## config.mk

```make
export PLATFORM = sky130hd
export DESIGN_NAME = tlb_set_assoc
export DESIGN_NICKNAME = d
export VERILOG_FILES = /design/src/rtl/tlb_pkg.sv /design/src/rtl/tlb_entry_store.sv /design/src/rtl/tlb_age_lru.sv /design/src/rtl/tlb_victim_pick.sv /design/src/rtl/tlb_set_assoc.sv
export SDC_FILE = /design/constraint.sdc
export NUM_CORES = 1
export LEC_CHECK = 0
export BUFFER_PORTS_ARGS = -buffer_cell sky130_fd_sc_hd__buf_2
export CORE_ASPECT_RATIO = 0.8
export CORE_MARGIN = 2
export CORE_UTILIZATION = 35
export CTS_BUF_LIST = sky130_fd_sc_hd__clkbuf_8
export CTS_CLUSTER_DIAMETER = 60
export DETAILED_ROUTE_END_ITERATION = 10
export MAX_ROUTING_LAYER = met4
export PLACE_DENSITY = 0.52
export RECOVER_POWER = 50
export SLEW_MARGIN = 30
export SYNTH_ARGS = -nofsm -noshare
export SYNTH_HDL_FRONTEND = slang
export SYNTH_SLANG_ARGS = --single-unit
```

## constraint.sdc

```tcl
create_clock -name clk -period 6.8 [get_ports clk]
set_clock_uncertainty 0.1 [all_clocks]
set_input_delay 2.04 -clock clk [delete_from_list [all_inputs] [get_ports clk]]
set_output_delay 2.04 -clock clk [all_outputs]
set_load 0.01 [all_outputs]
```

## src/rtl/tlb_pkg.sv

```systemverilog
package tlb_pkg;

  // Reason a fill chose its target way
  typedef enum logic [1:0] {
    PICK_MATCH = 2'd0,
    PICK_FREE  = 2'd1,
    PICK_LRU   = 2'd2
  } victim_src_e;

  function automatic int idx_width(input int n);
    return (n > 1) ? $clog2(n) : 1;
  endfunction

endpackage

```

## src/rtl/tlb_entry_store.sv

```systemverilog
module tlb_entry_store
  import tlb_pkg::*;
#(
  parameter int SETS  = 16,
  parameter int WAYS  = 2,
  parameter int TAG_W = 4,
  parameter int PPN_W = 8,
  parameter int RT_W  = 4,
  localparam int SET_W = idx_width(SETS),
  localparam int WAY_W = idx_width(WAYS)
) (
  input  logic             clk,
  input  logic             rst_n,
  input  logic             flush_i,
  // lookup side
  input  logic [SET_W-1:0] rd_set,
  input  logic [TAG_W-1:0] rd_tag,
  output logic [WAYS-1:0]  hit_vec,
  output logic [PPN_W-1:0] hit_ppn,
  output logic [RT_W-1:0]  hit_rights,
  // fill side
  input  logic             wr_en,
  input  logic [SET_W-1:0] wr_set,
  input  logic [TAG_W-1:0] wr_tag,
  input  logic [WAY_W-1:0] wr_way,
  input  logic [PPN_W-1:0] wr_ppn,
  input  logic [RT_W-1:0]  wr_rights,
  output logic [WAYS-1:0]  wr_valid_vec,
  output logic [WAYS-1:0]  wr_match_vec
);

  logic [WAYS-1:0]  valid_q [SETS];
  logic [TAG_W-1:0] tag_q   [SETS][WAYS];
  logic [PPN_W-1:0] ppn_q   [SETS][WAYS];
  logic [RT_W-1:0]  rt_q    [SETS][WAYS];

  always_ff @(posedge clk) begin
    if (!rst_n || flush_i) begin
      for (int s = 0; s < SETS; s++) valid_q[s] <= '0;
    end else if (wr_en) begin
      valid_q[wr_set][wr_way] <= 1'b1;
    end
  end

  always_ff @(posedge clk) begin
    if (wr_en) begin
      tag_q[wr_set][wr_way] <= wr_tag;
      ppn_q[wr_set][wr_way] <= wr_ppn;
      rt_q[wr_set][wr_way]  <= wr_rights;
    end
  end

  // Parallel tag compare for every way of both addressed sets
  for (genvar w = 0; w < WAYS; w++) begin : g_cmp
    assign hit_vec[w]      = valid_q[rd_set][w] && (tag_q[rd_set][w] == rd_tag);
    assign wr_valid_vec[w] = valid_q[wr_set][w];
    assign wr_match_vec[w] = valid_q[wr_set][w] && (tag_q[wr_set][w] == wr_tag);
  end

  // AND-OR multiplexer driven by the hit vector
  always_comb begin
    hit_ppn    = '0;
    hit_rights = '0;
    for (int w = 0; w < WAYS; w++) begin
      if (hit_vec[w]) begin
        hit_ppn    = hit_ppn | ppn_q[rd_set][w];
        hit_rights = hit_rights | rt_q[rd_set][w];
      end
    end
  end

  logic any_valid;
  always_comb begin
    any_valid = 1'b0;
    for (int s = 0; s < SETS; s++) any_valid = any_valid | (|valid_q[s]);
  end

  AST_HIT_ONEHOT: assert property (@(posedge clk) disable iff (!rst_n)
    $onehot0(hit_vec));

  AST_FLUSH_EMPTY: assert property (@(posedge clk) disable iff (!rst_n)
    flush_i |=> !any_valid);

endmodule

```

## src/rtl/tlb_age_lru.sv

```systemverilog
module tlb_age_lru
  import tlb_pkg::*;
#(
  parameter int SETS = 16,
  parameter int WAYS = 2,
  localparam int SET_W = idx_width(SETS),
  localparam int WAY_W = idx_width(WAYS),
  localparam int AGE_W = WAY_W
) (
  input  logic             clk,
  input  logic             rst_n,
  input  logic             touch_en,
  input  logic [SET_W-1:0] touch_set,
  input  logic [WAY_W-1:0] touch_way,
  input  logic [SET_W-1:0] query_set,
  output logic [WAY_W-1:0] lru_way
);

  // Each way of a set holds a distinct age; 0 = most recent, WAYS-1 = oldest
  logic [AGE_W-1:0] age_q [SETS][WAYS];

  always_ff @(posedge clk) begin
    if (!rst_n) begin
      for (int s = 0; s < SETS; s++)
        for (int w = 0; w < WAYS; w++)
          age_q[s][w] <= AGE_W'(w);
    end else if (touch_en) begin
      for (int w = 0; w < WAYS; w++) begin
        if (WAY_W'(w) == touch_way)
          age_q[touch_set][w] <= '0;
        else if (age_q[touch_set][w] < age_q[touch_set][touch_way])
          age_q[touch_set][w] <= age_q[touch_set][w] + 1'b1;
      end
    end
  end

  always_comb begin
    lru_way = '0;
    for (int w = 0; w < WAYS; w++)
      if (age_q[query_set][w] == AGE_W'(WAYS - 1)) lru_way = WAY_W'(w);
  end

  // checker state
  int unsigned oldest_cnt;
  always_comb begin
    oldest_cnt = 0;
    for (int w = 0; w < WAYS; w++)
      if (age_q[query_set][w] == AGE_W'(WAYS - 1)) oldest_cnt++;
  end

  logic             chk_touch_q;
  logic [SET_W-1:0] chk_set_q;
  logic [WAY_W-1:0] chk_way_q;
  always_ff @(posedge clk) begin
    if (!rst_n) begin
      chk_touch_q <= 1'b0;
      chk_set_q   <= '0;
      chk_way_q   <= '0;
    end else begin
      chk_touch_q <= touch_en;
      chk_set_q   <= touch_set;
      chk_way_q   <= touch_way;
    end
  end

  AST_ONE_OLDEST: assert property (@(posedge clk) disable iff (!rst_n)
    oldest_cnt == 1);

  AST_TOUCH_NEWEST: assert property (@(posedge clk) disable iff (!rst_n)
    chk_touch_q |-> age_q[chk_set_q][chk_way_q] == '0);

endmodule

```

## src/rtl/tlb_victim_pick.sv

```systemverilog
module tlb_victim_pick
  import tlb_pkg::*;
#(
  parameter int WAYS = 2,
  localparam int WAY_W = idx_width(WAYS)
) (
  input  logic [WAYS-1:0]  match_vec,
  input  logic [WAYS-1:0]  valid_vec,
  input  logic [WAY_W-1:0] lru_way,
  output logic [WAY_W-1:0] pick_way,
  output victim_src_e      pick_src
);

  logic [WAY_W-1:0] match_way;
  logic [WAY_W-1:0] free_way;

  // Scan from the top so the lowest-numbered candidate wins
  always_comb begin
    match_way = '0;
    free_way  = '0;
    for (int w = WAYS - 1; w >= 0; w--) begin
      if (match_vec[w]) match_way = WAY_W'(w);
      if (!valid_vec[w]) free_way = WAY_W'(w);
    end
  end

  always_comb begin
    if (|match_vec) begin
      pick_way = match_way;
      pick_src = PICK_MATCH;
    end else if (!(&valid_vec)) begin
      pick_way = free_way;
      pick_src = PICK_FREE;
    end else begin
      pick_way = lru_way;
      pick_src = PICK_LRU;
    end
  end

endmodule

```

## src/rtl/tlb_set_assoc.sv

```systemverilog
module tlb_set_assoc
  import tlb_pkg::*;
#(
  parameter int VA_W  = 16,
  parameter int OFF_W = 8,
  parameter int IDX_W = 4,
  parameter int WAYS  = 2,
  parameter int PPN_W = 8,
  parameter int RT_W  = 4
) (
  input  logic                   clk,
  input  logic                   rst_n,
  input  logic                   req_valid,
  output logic                   req_ready,
  input  logic [VA_W-1:0]        req_vaddr,
  output logic                   resp_valid,
  input  logic                   resp_ready,
  output logic                   resp_hit,
  output logic [PPN_W+OFF_W-1:0] resp_paddr,
  output logic [RT_W-1:0]        resp_rights,
  input  logic                   fill_valid,
  output logic                   fill_ready,
  input  logic [VA_W-OFF_W-1:0]  fill_vpn,
  input  logic [PPN_W-1:0]       fill_ppn,
  input  logic [RT_W-1:0]        fill_rights,
  input  logic                   flush
);

  localparam int VPN_W = VA_W - OFF_W;
  localparam int TAG_W = VPN_W - IDX_W;
  localparam int SETS  = 1 << IDX_W;
  localparam int WAY_W = idx_width(WAYS);
  localparam int PA_W  = PPN_W + OFF_W;

  // ---------------- handshakes ----------------
  logic resp_valid_q;
  logic req_fire;
  logic fill_fire;

  assign fill_ready = !flush;
  assign fill_fire  = fill_valid && !flush;
  assign req_ready  = !flush && !fill_valid && (!resp_valid_q || resp_ready);
  assign req_fire   = req_valid && req_ready;

  // ---------------- address fields ----------------
  logic [IDX_W-1:0] rd_set;
  logic [TAG_W-1:0] rd_tag;
  logic [OFF_W-1:0] rd_off;
  logic [IDX_W-1:0] wr_set;
  logic [TAG_W-1:0] wr_tag;

  assign rd_off = req_vaddr[OFF_W-1:0];
  assign rd_set = req_vaddr[OFF_W +: IDX_W];
  assign rd_tag = req_vaddr[VA_W-1 -: TAG_W];
  assign wr_set = fill_vpn[IDX_W-1:0];
  assign wr_tag = fill_vpn[VPN_W-1 -: TAG_W];

  // ---------------- storage ----------------
  logic [WAYS-1:0]  hit_vec;
  logic [PPN_W-1:0] hit_ppn;
  logic [RT_W-1:0]  hit_rights;
  logic [WAYS-1:0]  wr_valid_vec;
  logic [WAYS-1:0]  wr_match_vec;
  logic [WAY_W-1:0] pick_way;
  victim_src_e      pick_src;
  logic [WAY_W-1:0] lru_way;

  tlb_entry_store #(
    .SETS(SETS), .WAYS(WAYS), .TAG_W(TAG_W), .PPN_W(PPN_W), .RT_W(RT_W)
  ) u_store (
    .clk          (clk),
    .rst_n        (rst_n),
    .flush_i      (flush),
    .rd_set       (rd_set),
    .rd_tag       (rd_tag),
    .hit_vec      (hit_vec),
    .hit_ppn      (hit_ppn),
    .hit_rights   (hit_rights),
    .wr_en        (fill_fire),
    .wr_set       (wr_set),
    .wr_tag       (wr_tag),
    .wr_way       (pick_way),
    .wr_ppn       (fill_ppn),
    .wr_rights    (fill_rights),
    .wr_valid_vec (wr_valid_vec),
    .wr_match_vec (wr_match_vec)
  );

  // ---------------- replacement ----------------
  logic             hit_any;
  logic [WAY_W-1:0] hit_way;
  logic             touch_en;
  logic [IDX_W-1:0] touch_set;
  logic [WAY_W-1:0] touch_way;

  assign hit_any = |hit_vec;

  always_comb begin
    hit_way = '0;
    for (int w = 0; w < WAYS; w++)
      if (hit_vec[w]) hit_way = WAY_W'(w);
  end

  assign touch_en  = fill_fire || (req_fire && hit_any);
  assign touch_set = fill_fire ? wr_set : rd_set;
  assign touch_way = fill_fire ? pick_way : hit_way;

  tlb_age_lru #(.SETS(SETS), .WAYS(WAYS)) u_lru (
    .clk       (clk),
    .rst_n     (rst_n),
    .touch_en  (touch_en),
    .touch_set (touch_set),
    .touch_way (touch_way),
    .query_set (wr_set),
    .lru_way   (lru_way)
  );

  tlb_victim_pick #(.WAYS(WAYS)) u_pick (
    .match_vec (wr_match_vec),
    .valid_vec (wr_valid_vec),
    .lru_way   (lru_way),
    .pick_way  (pick_way),
    .pick_src  (pick_src)
  );

  // ---------------- response register ----------------
  logic            resp_hit_q;
  logic [PA_W-1:0] resp_paddr_q;
  logic [RT_W-1:0] resp_rights_q;

  always_ff @(posedge clk) begin
    if (!rst_n) begin
      resp_valid_q  <= 1'b0;
      resp_hit_q    <= 1'b0;
      resp_paddr_q  <= '0;
      resp_rights_q <= '0;
    end else if (req_fire) begin
      resp_valid_q  <= 1'b1;
      resp_hit_q    <= hit_any;
      resp_paddr_q  <= hit_any ? {hit_ppn, rd_off} : '0;
      resp_rights_q <= hit_any ? hit_rights : '0;
    end else if (resp_ready) begin
      resp_valid_q  <= 1'b0;
    end
  end

  assign resp_valid  = resp_valid_q;
  assign resp_hit    = resp_hit_q;
  assign resp_paddr  = resp_paddr_q;
  assign resp_rights = resp_rights_q;

  AST_RESP_NEXT: assert property (@(posedge clk) disable iff (!rst_n)
    (req_valid && req_ready) |=> resp_valid);

  AST_RESP_HOLD: assert property (@(posedge clk) disable iff (!rst_n)
    (resp_valid && !resp_ready) |=> (resp_valid && $stable(resp_hit)
      && $stable(resp_paddr) && $stable(resp_rights)));

  AST_MISS_ZERO: assert property (@(posedge clk) disable iff (!rst_n)
    (resp_valid && !resp_hit) |-> (resp_paddr == '0 && resp_rights == '0));

endmodule

```

==> metrics.txt, run 1 <==
outcome complete, but fails checks; failing checks capacitance limit, slew limit; YS warnings 0; Area contributors post-synth edfxtp_1, mux4_2, dfxtp_1; Worst path top cell family by delay simple AND/OR/NAND/NOR gates; WP data required just over 7000 ps; clk root buf clkbuf_8; Post-CTS Hold Fix Bufs 0; final cell utilization of the core around 40%; Setup CP Type primary input to register; Clock Path Buffers 3; Crit. End Element register; Async SR Flop Fraction 0%; Post-DP Area around 0.027 mm2; CTS tree yes; Synth cell types 60; Clk Latency, worst-skew pair 680 ps; Reg2Reg Setup Slack 2030 ps; clock sink count 598; Hold WS approximately 360 ps; I/O Buffers 65; Crit-path slowest cell and2_0; Mapped Area 0.0254 mm2; layout cell share with drive strength beyond 1 29.5%; slowest stage delay, CP between 1000 and 1500 ps; Final Setup Violations 0; final hold violation count 0; post-synthesis sequential area ratio roughly two thirds; EDFF count, synth around 540; fill count ~6,600; first-pass GRT wire length 96.6 mm; RePlAce Congestion ~0.85; Final ANT Viol Nets 0; Worst Path Arrival between 6000 and 7000 ps; number of global-route vias before repair 14,000; RSZ-0062 raised after global routing false; clock slew at reported path FFs 60 ps; largest fanout on the critical path 36; Post-CTS Setup Inserts 0; most frequently used flop master after synthesis edfxtp_1; Slew HR -73.7%; cts repair resizes 0; Lkg Pwr 9.29 nW; Final Max Slew Viols slightly below 400; final net count roughly 1,500; Die Height roughly 250 um; DRC viols 0; First-pass DRT Iterations 5; hpwl dp between 30 and 40 mm; Yosys top cell area share 64.2%; Max Cap Viol 11; drt total wl 65.9 mm; min Tclk post-route 5880 ps; # rows 88; pwr dens between 200 and 300 mW/mm2; Routed WL per cell around 26 um; Overall Global Routing Usage a little under a fifth; Core Area slightly above 0.07 mm2; post-synth net total approximately 1,400; htree depth 3; Worst-Margin Slew 2600 ps; synthesized instance count around 1,400; total congestion overflow 0; design area 0.0288 mm2; Iter 0 DRT Violations between 1,000 and 1,500; area leader, netlist edfxtp_1; crit-path cells buf_2, nor2b_1, nor3_1, and2_0, and3_1, a211oi_1, a31o_4, o21ai_0; count leader, synth edfxtp_1; crit share post-route a little under 90%; initial antenna violation count 1; pin count of the biggest net entering global routing roughly 80; Synth-to-Final Area Change 13.4%; peak supply drop a little over 0.0002 V; Die W 305 um; vias per cell 5.47; Tot Pwr 7.47 mW; via count ~14,000; WP buf/inv 1; max frequency ~0.17 GHz; Die Area 0.0748 mm2; Avg Inst Size Synth ~19 um2; critical path launch point type primary input; synthesis-stage register bit count approximately 600; Commonest cells post-synth edfxtp_1, mux4_2, nand2_1; TritonCTS buffer count between 90 and 100; Initial Util 35.3%; setup_tns 0 ps; Ports 66; worst min path class register to register
==> power breakdown <==
part           leakage [nW]  internal (mW)  switching, mW
Clock                 0.984           1.49           1.44
Sequential             5.32           4.04        0.00917
Combinational          2.99          0.190          0.295
Total                  9.29           5.72           1.75
==> flip-flops by register name (all words and copies together), names as in the netlist, 4 cells and up <==
signal / flops
u_store.tag_q: 128
resp_paddr: 16
u_store.valid_q: 32
u_store.ppn_q: 256
u_lru.age_q: 32
u_store.rt_q: 128
resp_rights: 4
==> through the flow <==
stage / std cells / worst slack (ps)
floorplan: 1359 / 1100
global placement: 2341 / 777
detailed placement: 2341 / 613
CTS: 2514 / 1340
global route: 2515 / 796
finish: 2515 / 924
==> cells in the final DEF (no fill, tap or decap), types with 4 or more instances in the layout <==
cell type,instances
a211oi_1,4
a21boi_0,8
a21oi_1,4
a22oi_1,9
a32o_1,5
and2_1,4
buf_12,4
buf_2,21
buf_4,56
bufinv_16,4
clkbuf_1,40
clkbuf_8,98
clkinv_1,30
clkinv_2,20
dfxtp_1,55
edfxtp_1,543
inv_1,45
mux2_2,5
mux2i_1,51
mux4_2,206
nand2_1,86
nand2b_1,8
nand3_1,30
nand4_1,5
nor2_1,23
nor2_2,27
nor2b_1,10
nor3_1,5
o211a_1,14
o21ai_0,41
o21ai_1,9
o221ai_1,14
o31ai_1,18
or3_1,4
xnor2_1,10
==> cells by family after synthesis <==
kind of cell,synth area share (%)
xor+xnor,0.448
compound gates,4.22
flops,68.5
simple gates,4.09
mux,20.6
buf+inv,2.14
==> path summary, 6_finish.rpt <==
| path | from | to | cells after the start |
|---|---|---|---|
| worst max-delay path | resp_ready | u_lru.age_q[9][0] | 8 |
| worst min-delay path | resp_paddr[5] | resp_paddr[5] | 2 |
| worst max register to register | resp_valid | u_lru.age_q[9][0] | 7 |
| worst min register to register | resp_paddr[5] | resp_paddr[5] | 2 |
==> worst min-delay path, stage by stage, from the launching register on <==
cell,delay [ps]
dfxtp_1,300
nand2_1,50
a21boi_0,60
==> routing by layer <==
metal  share of wire, %  vias up  track usage (%)
met5                  0        -                -
met4                1.8        0             4.19
met3                8.2      102             4.84
met2                 44      538             25.9
met1                 46     7242             26.2
li1                   -     5874                -
==> final cells by class <==
type | instances | area (um2) | share of cell area [%]
inverters | 29 | 109 | 0.378
clock inverters | 76 | 457 | 1.59
flip-flops and latches | 598 | 17400 | 60.4
well taps | 945 | 1180 | 4.10
clock buffers | 97 | 1340 | 4.63
diodes | 1 | 2.50 | 0.00869
multi-input cells | 646 | 7540 | 26.2
repair buffers | 123 | 781 | 2.71
Power figures use the tool's default switching activity.
==> run 2, diff against run 1 <==
--- a/config.mk
+++ b/config.mk
@@ -5,6 +5,7 @@
 export SDC_FILE = /design/constraint.sdc
 export NUM_CORES = 1
 export LEC_CHECK = 0
+export ABC_AREA = 1
 export BUFFER_PORTS_ARGS = -buffer_cell sky130_fd_sc_hd__buf_2
 export CORE_ASPECT_RATIO = 0.8
 export CORE_MARGIN = 2
==> run 2 against run 1 <==
  * The run still ends with capacitance limit, slew limit left
  * Clock power barely moved
  * Register-to-register slack improved by 1300 ps
  * Count of clock-buffer cells in the layout rose by 4
  * Design area rose by 2.9%
  * Combinational power rose by 25%
  * Critical path depth rose by 3
  * Largest power group unchanged
  * First-iteration DRC count rose by 75%
  * Cell count rose by 49%
  * Routed wire length rose by 24%
  * Utilization fell by 0.56 points
  * Sequential power barely moved
==> metrics.txt, run 2 <==
worst min path class register to register; design area between 0.02 and 0.03 mm2; WP data required ~7000 ps; Avg Inst Size Synth between 10 and 15 um2; biggest regs u_store.ppn_q: 256 flops, u_store.rt_q: 128 flops, u_store.tag_q: 128 flops; min Tclk post-route 5620 ps; Clk Latency, worst-skew pair 750 ps; Seq pwr share 53.2%; Overall Global Routing Usage roughly a fifth; Reg2Reg Setup Slack approximately 3300 ps; Worst-Margin Slew around 2000 ps; clock slew at reported path FFs 60 ps; clock sink count between 500 and 600; Async SR Flop Fraction 0%; Slew HR -33.8%; layout cell share with drive strength beyond 1 around 10%; Die Area around 0.078 mm2; synthesis-stage register bit count roughly 600; Die Height about 250 um; CTS tree yes; number of global-route vias before repair roughly 19,000; final hold violation count 0; min-delay src resp_paddr[0]; first-pass GRT wire length 122 mm; synthesized instance count between 2,000 and 3,000; Final ANT Viol Nets 0; hpwl dp around 48 mm; worst r2r path cells 15; Post-CTS Setup Inserts 0; hold depth 2; DRC viols 0; RSZ-0062 raised after global routing false; RR Endpoint u_store.rt_q[11][3]; failing checks capacitance limit, slew limit; post-synth net total 2,638; NetSw roughly 2 mW; Mapped Area ~0.026 mm2; met1 usage 29.9%; # rows 90; vias per cell about 5.3; peak supply drop ~0.00016 V; largest fanout on the critical path 35; via count around 20,000; Post-CTS Hold Fix Bufs 0; Yosys top cell area share approximately three fifths; RePlAce Congestion 0.895; htree depth 3; area leader, netlist edfxtp_1; critical path launch point type primary input; leading cell types in the layout, fill and taps excluded nand2_1, edfxtp_1, nor2_1; Ports 66; Worst Path Arrival roughly 6000 ps; drt total wl slightly above 80 mm; setup_tns 0 ps; I/O Buffers 65; Final Setup Violations 0; pwr dens around 260 mW/mm2; post-synthesis sequential area ratio roughly 66%; Hold WS between 300 and 400 ps; Switching Share a little over a quarter; Commonest cells post-synth nand2_1, edfxtp_1, nor2_1; TritonCTS buffer count 96; Area contributors post-synth edfxtp_1, nand2_1, o21ai_0; GR Layer Usage met3 approximately 5%; total congestion overflow 0; Post-DP Area around 0.028 mm2; Iter 0 DRT Violations 2,333; crit-path cells clkbuf_1, inv_1, o21ai_0, nand2_1, nor2_1, nand3_1, nand2_1, nand3_2, buf_4, nor2_2, clkbuf_1; EDFF count, synth between 500 and 600; Setup CP Type primary input to register; Crit-path slowest cell clkbuf_1; outcome complete, but fails checks; Max Cap Viol 15; slowest stage delay, CP 1400 ps; Largest register FFs 256; combinational share of power approximately 8.0%; most common cell after layout, fill and taps aside nand2_1; Crit. End Element register; Top reg by flops u_store.ppn_q; most frequently used flop master after synthesis edfxtp_1; YS warnings 0; cts repair resizes 0; clk root buf clkbuf_8; Routed WL per cell 21.8 um; max frequency around 0.18 GHz; Int Power between 5 and 6 mW; Core Area roughly 0.075 mm2; Synth-to-Final Area Change 12.0%; crit share post-route between 80 and 90%; Initial Util 35.2%; Synth cell types 37; pin count of the biggest net entering global routing between 150 and 200; count leader, synth nand2_1; initial antenna violation count 6; Clock Path Buffers 3; Clock Power Share between 30% and 40%; First-pass DRT Iterations 6; GR peak layer met2; Final Max Slew Viols between 600 and 700; Lkg Pwr roughly 11 nW; Min-Delay Endpoint resp_paddr[0]; reg-to-reg critical path startpoint u_store.tag_q[15][5]; met2 GRT Util 30.5%; Die W 311 um; final net count between 2,000 and 3,000
==> run 2: changes by cell type after synthesis, sizes merged, moves of 127 or more <==
cell | previous run | this run
nand3 | 30 | 167
nand2 | 86 | 576
nor2 | 50 | 354
o21ai | 50 | 321
mux4 | 206 | 0
inv | 29 | 156
==> run 2: power by group through the flow <==
stage	Clock (mW)	Sequential, mW	Combinational (mW)
finish	2.94	4.04	0.604
global route	3.16	4.04	0.661
CTS	3.01	4.03	0.604
detailed placement	0	4.11	0.602
global placement	0	4.11	0.597
floorplan	0	4.11	0.360
==> run 2: kinds of logic (layout without fill, tap and decap cells) <==
kind of cell | count (synthesis) | after routing | share of synthesized area, %
other | 0 | 4 | 0
and+or+nand+nor | 1140 | 1140 | 17.7
DFF | 598 | 598 | 65.8
buffers and inverters | 325 | 469 | 5.15
AOI/OAI and AO/OA | 533 | 533 | 11.4
==> run 2: metal layers <==
layer / part of all wire, % / wire [um]
met5: 0 / 0
met4: 2.7 / 2170
met3: 8.7 / 7130
met2: 43 / 35400
met1: 45 / 37000
==> run 2: worst max path at each step <==
| stage | from | endpoint | slack, ps | depth (start not counted) |
|---|---|---|---|---|
| 3_3_place_gp | fill_vpn[1] | u_lru.age_q[6][0] | 1090 | 18 |
| 6_report | fill_vpn[5] | u_store.rt_q[11][3] | 1180 | 11 |
| 2_1_floorplan | fill_vpn[1] | u_store.ppn_q[10][10] | 2000 | 16 |
| 5_1_grt | fill_vpn[5] | u_store.rt_q[11][0] | 920 | 11 |
| 4_1_cts | req_vaddr[8] | u_lru.age_q[13][1] | 1850 | 18 |
| 3_5_place_dp | req_vaddr[8] | u_lru.age_q[5][1] | 1050 | 18 |
==> run 2: final cells by class <==
class,count,area (um2)
Clock buffer,101,1390
Inverter,156,593
Antenna cell,4,10.0
Tap cell,1012,1270
Sequential cell,598,17400
Timing Repair Buffer,131,787
Clock inverter,81,420
Fill cell,7396,45500
Multi-Input combinational cell,1673,7760
==> run 2: stage by stage <==
step,util [%],power (mW),cells,setup WS [ps]
after floorplan,-,4.47,2596,2000
after global placement,37.1,4.71,3570,1090
after detailed placement,37.1,4.71,3570,1050
after CTS,39.6,7.65,3752,1850
after global routing,39.5,7.86,3755,924
final,39.5,7.58,3756,1180
==> run 2: critical path, delay by kind of cell <==
family	cells	cell delay [ps]
compound gates	1	180
simple gates	6	660
buf+inv	4	2920
==> run 3, diff against run 2 <==
--- a/config.mk
+++ b/config.mk
@@ -5,7 +5,7 @@
 export SDC_FILE = /design/constraint.sdc
 export NUM_CORES = 1
 export LEC_CHECK = 0
-export ABC_AREA = 1
+export ABC_AREA = 0
 export BUFFER_PORTS_ARGS = -buffer_cell sky130_fd_sc_hd__buf_2
 export CORE_ASPECT_RATIO = 0.8
 export CORE_MARGIN = 2
==> constraint.sdc (replaced) <==
create_clock -name clk -period 5.4 [get_ports clk]
set_clock_uncertainty 0.1 [all_clocks]
set_input_delay 1.62 -clock clk [delete_from_list [all_inputs] [get_ports clk]]
set_output_delay 1.62 -clock clk [all_outputs]
set_load 0.01 [all_outputs]
==> run 3 against run 2 <==
  * The run still ends with capacitance limit, slew limit left
  * Critical path depth increased by 1
  * Power increased by 27%
  * Cell count decreased by 32%
  * Count of clock-buffer cells in the layout decreased by 1
  * Global-route usage decreased by 2.3 points
  * Setup slack got worse by 550 ps
  * Die area decreased by 3.9%
  * Flip-flop and latch count unchanged
  * Largest cell class unchanged
  * Largest power group unchanged
==> metrics.txt, run 3 (synthesis results as in run 1) <==
Largest register FFs about 260; First-pass DRT Iterations 5; number of global-route vias before repair approximately 14,000; Die W between 300 and 400 um; Overall Global Routing Usage between 10% and 20%; Lkg Pwr roughly 9.6 nW; Iter 0 DRT Violations 1,390; pin count of the biggest net entering global routing between 80 and 90; critical path launch point type primary input; CTS tree yes; Routed WL per cell between 20 and 30 um; Reg2Reg Setup Slack 1560 ps; RePlAce Congestion around 0.84; drt total wl approximately 68 mm; Slew HR -12.2%; Post-CTS Setup Inserts 0; Crit-path slowest cell mux4_2; Worst path top cell family by delay buffers and inverters; design area slightly below 0.03 mm2; reg-to-reg critical path startpoint u_store.tag_q[13][0]; WP depth 12; I/O Buffers 65; outcome complete, but fails checks; setup_tns 0 ps; DRC viols 0; RR Endpoint u_store.tag_q[1][2]; max frequency 0.209 GHz; Clock Path Buffers 3; cts repair resizes 0; RSZ-0062 raised after global routing false; Ports between 60 and 70; Clock Power Share 40.2%; Final Max Slew Viols ~260; hpwl dp approximately 44 mm; biggest regs u_store.ppn_q: 256 flops, u_store.rt_q: 128 flops, u_store.tag_q: 128 flops; NetSw roughly 2.2 mW; TritonCTS buffer count 94; pwr dens roughly 320 mW/mm2; Die Area ~0.075 mm2; Setup CP Type primary input to register; Clk Latency, worst-skew pair around 700 ps; Post-CTS Hold Fix Bufs 0; Int Power between 7 and 8 mW; layout cell share with drive strength beyond 1 between 30% and 40%; Die Height approximately 250 um; Crit. End Element register; min Tclk post-route roughly 4800 ps; Top reg by flops u_store.ppn_q; Switching Share a little under a quarter; clock slew at reported path FFs 50 ps; # rows 88; crit share post-route approximately nine tenths; Worst Path Arrival between 5000 and 6000 ps; crit-path cells buf_4, buf_4, mux4_2, mux2i_1, xnor2_1, nor3_1, o21a_1, a221oi_1, clkbuf_1, nand2_1, nor2_2, buf_12; first-pass GRT wire length approximately 100 mm; crit-path most repeated cell buf_4; final net count roughly 1,600; worst r2r path cells 10; Final Setup Violations 0; multi-input logic area approximately 0.0075 mm2; clock sink count around 600; slowest stage delay, CP between 500 and 600 ps; total congestion overflow 0; Worst-Margin Slew 1680 ps; worst min path class register to register; most common cell after layout, fill and taps aside edfxtp_1; worst setup path endpoint u_store.tag_q[1][2]; via count between 10,000 and 15,000; final hold violation count 0; failing checks capacitance limit, slew limit; largest fanout on the critical path 18; WP buf/inv 4; Seq pwr share a little over half; initial antenna violation count 2; combinational share of power between 6 and 7%; leading cell types in the layout, fill and taps excluded edfxtp_1, mux4_2, clkbuf_8; Initial Util between 30% and 40%; register area ~0.017 mm2; peak supply drop ~0.00019 V; htree depth 3; Final ANT Viol Nets 0; clk root buf clkbuf_8; Synth-to-Final Area Change 16.3%; WP data required 5690 ps; crit path from fill_vpn[0]; vias per cell between 5 and 6; Core Area 0.0720 mm2; Post-DP Area around 0.028 mm2; fill count about 6,500; Max Cap Viol 8
==> run 3: routing by layer <==
layer / part of all wire [%] / vias to the layer above / track usage (%)
li1: - / 6006 / -
met3: 6.5 / 126 / 4.30
met5: 0 / - / -
met1: 46 / 7417 / 26.6
met2: 45 / 464 / 28.1
met4: 2.2 / 0 / 5.30
==> run 3: how the worst min path moves through the flow <==
stage / start / endpoint / depth (start not counted)
after global routing: u_store.valid_q[15][1] / u_store.valid_q[15][1] / 2
after detailed placement: resp_paddr[1] / resp_paddr[1] / 2
final: resp_paddr[1] / resp_paddr[1] / 2
after floorplan: u_store.valid_q[14][1] / u_store.valid_q[14][1] / 2
after CTS: resp_paddr[1] / resp_paddr[1] / 2
after global placement: resp_paddr[0] / resp_paddr[0] / 2
==> run 3: layout make-up <==
type | count | area share, %
diodes | 2 | 0.0169
multi-input cells | 646 | 25.5
well taps | 945 | 4.00
inverters | 29 | 0.368
flip-flops and latches | 598 | 58.9
clock inverters | 75 | 1.70
clock buffers | 100 | 4.66
repair buffers | 176 | 4.87
==> run 3: power groups by stage <==
stage	registers (mW)	logic (mW)	clock network [mW]
after floorplan	5.19	0.388	0
after global routing	5.09	0.691	4.17
after CTS	5.09	0.658	3.97
after detailed placement	5.19	0.656	0
final	5.09	0.642	3.85
after global placement	5.19	0.650	0
==> run 3: worst register-to-register path, cell delays in order, from the launching register on <==
cell and delay, ps:
edfxtp_1 470, mux4_2 470, mux2i_1 180, mux2_2 350, a31oi_1 200, o211ai_1 210
a221oi_1 440, clkbuf_1 310, nand2_1 310, nor2_2 240, buf_12 210
==> run 3: metrics by stage <==
step	util (%)	std cells	setup slack [ps]	power, mW	hold WS (ps)
6_report	41.0	2571	626	9.59	351
5_1_grt	41.0	2570	443	9.96	383
4_1_cts	41.2	2569	952	9.72	351
3_5_place_dp	38.6	2394	175	5.84	343
3_3_place_gp	38.6	2394	246	5.84	338
2_1_floorplan	-	1359	118	5.57	336
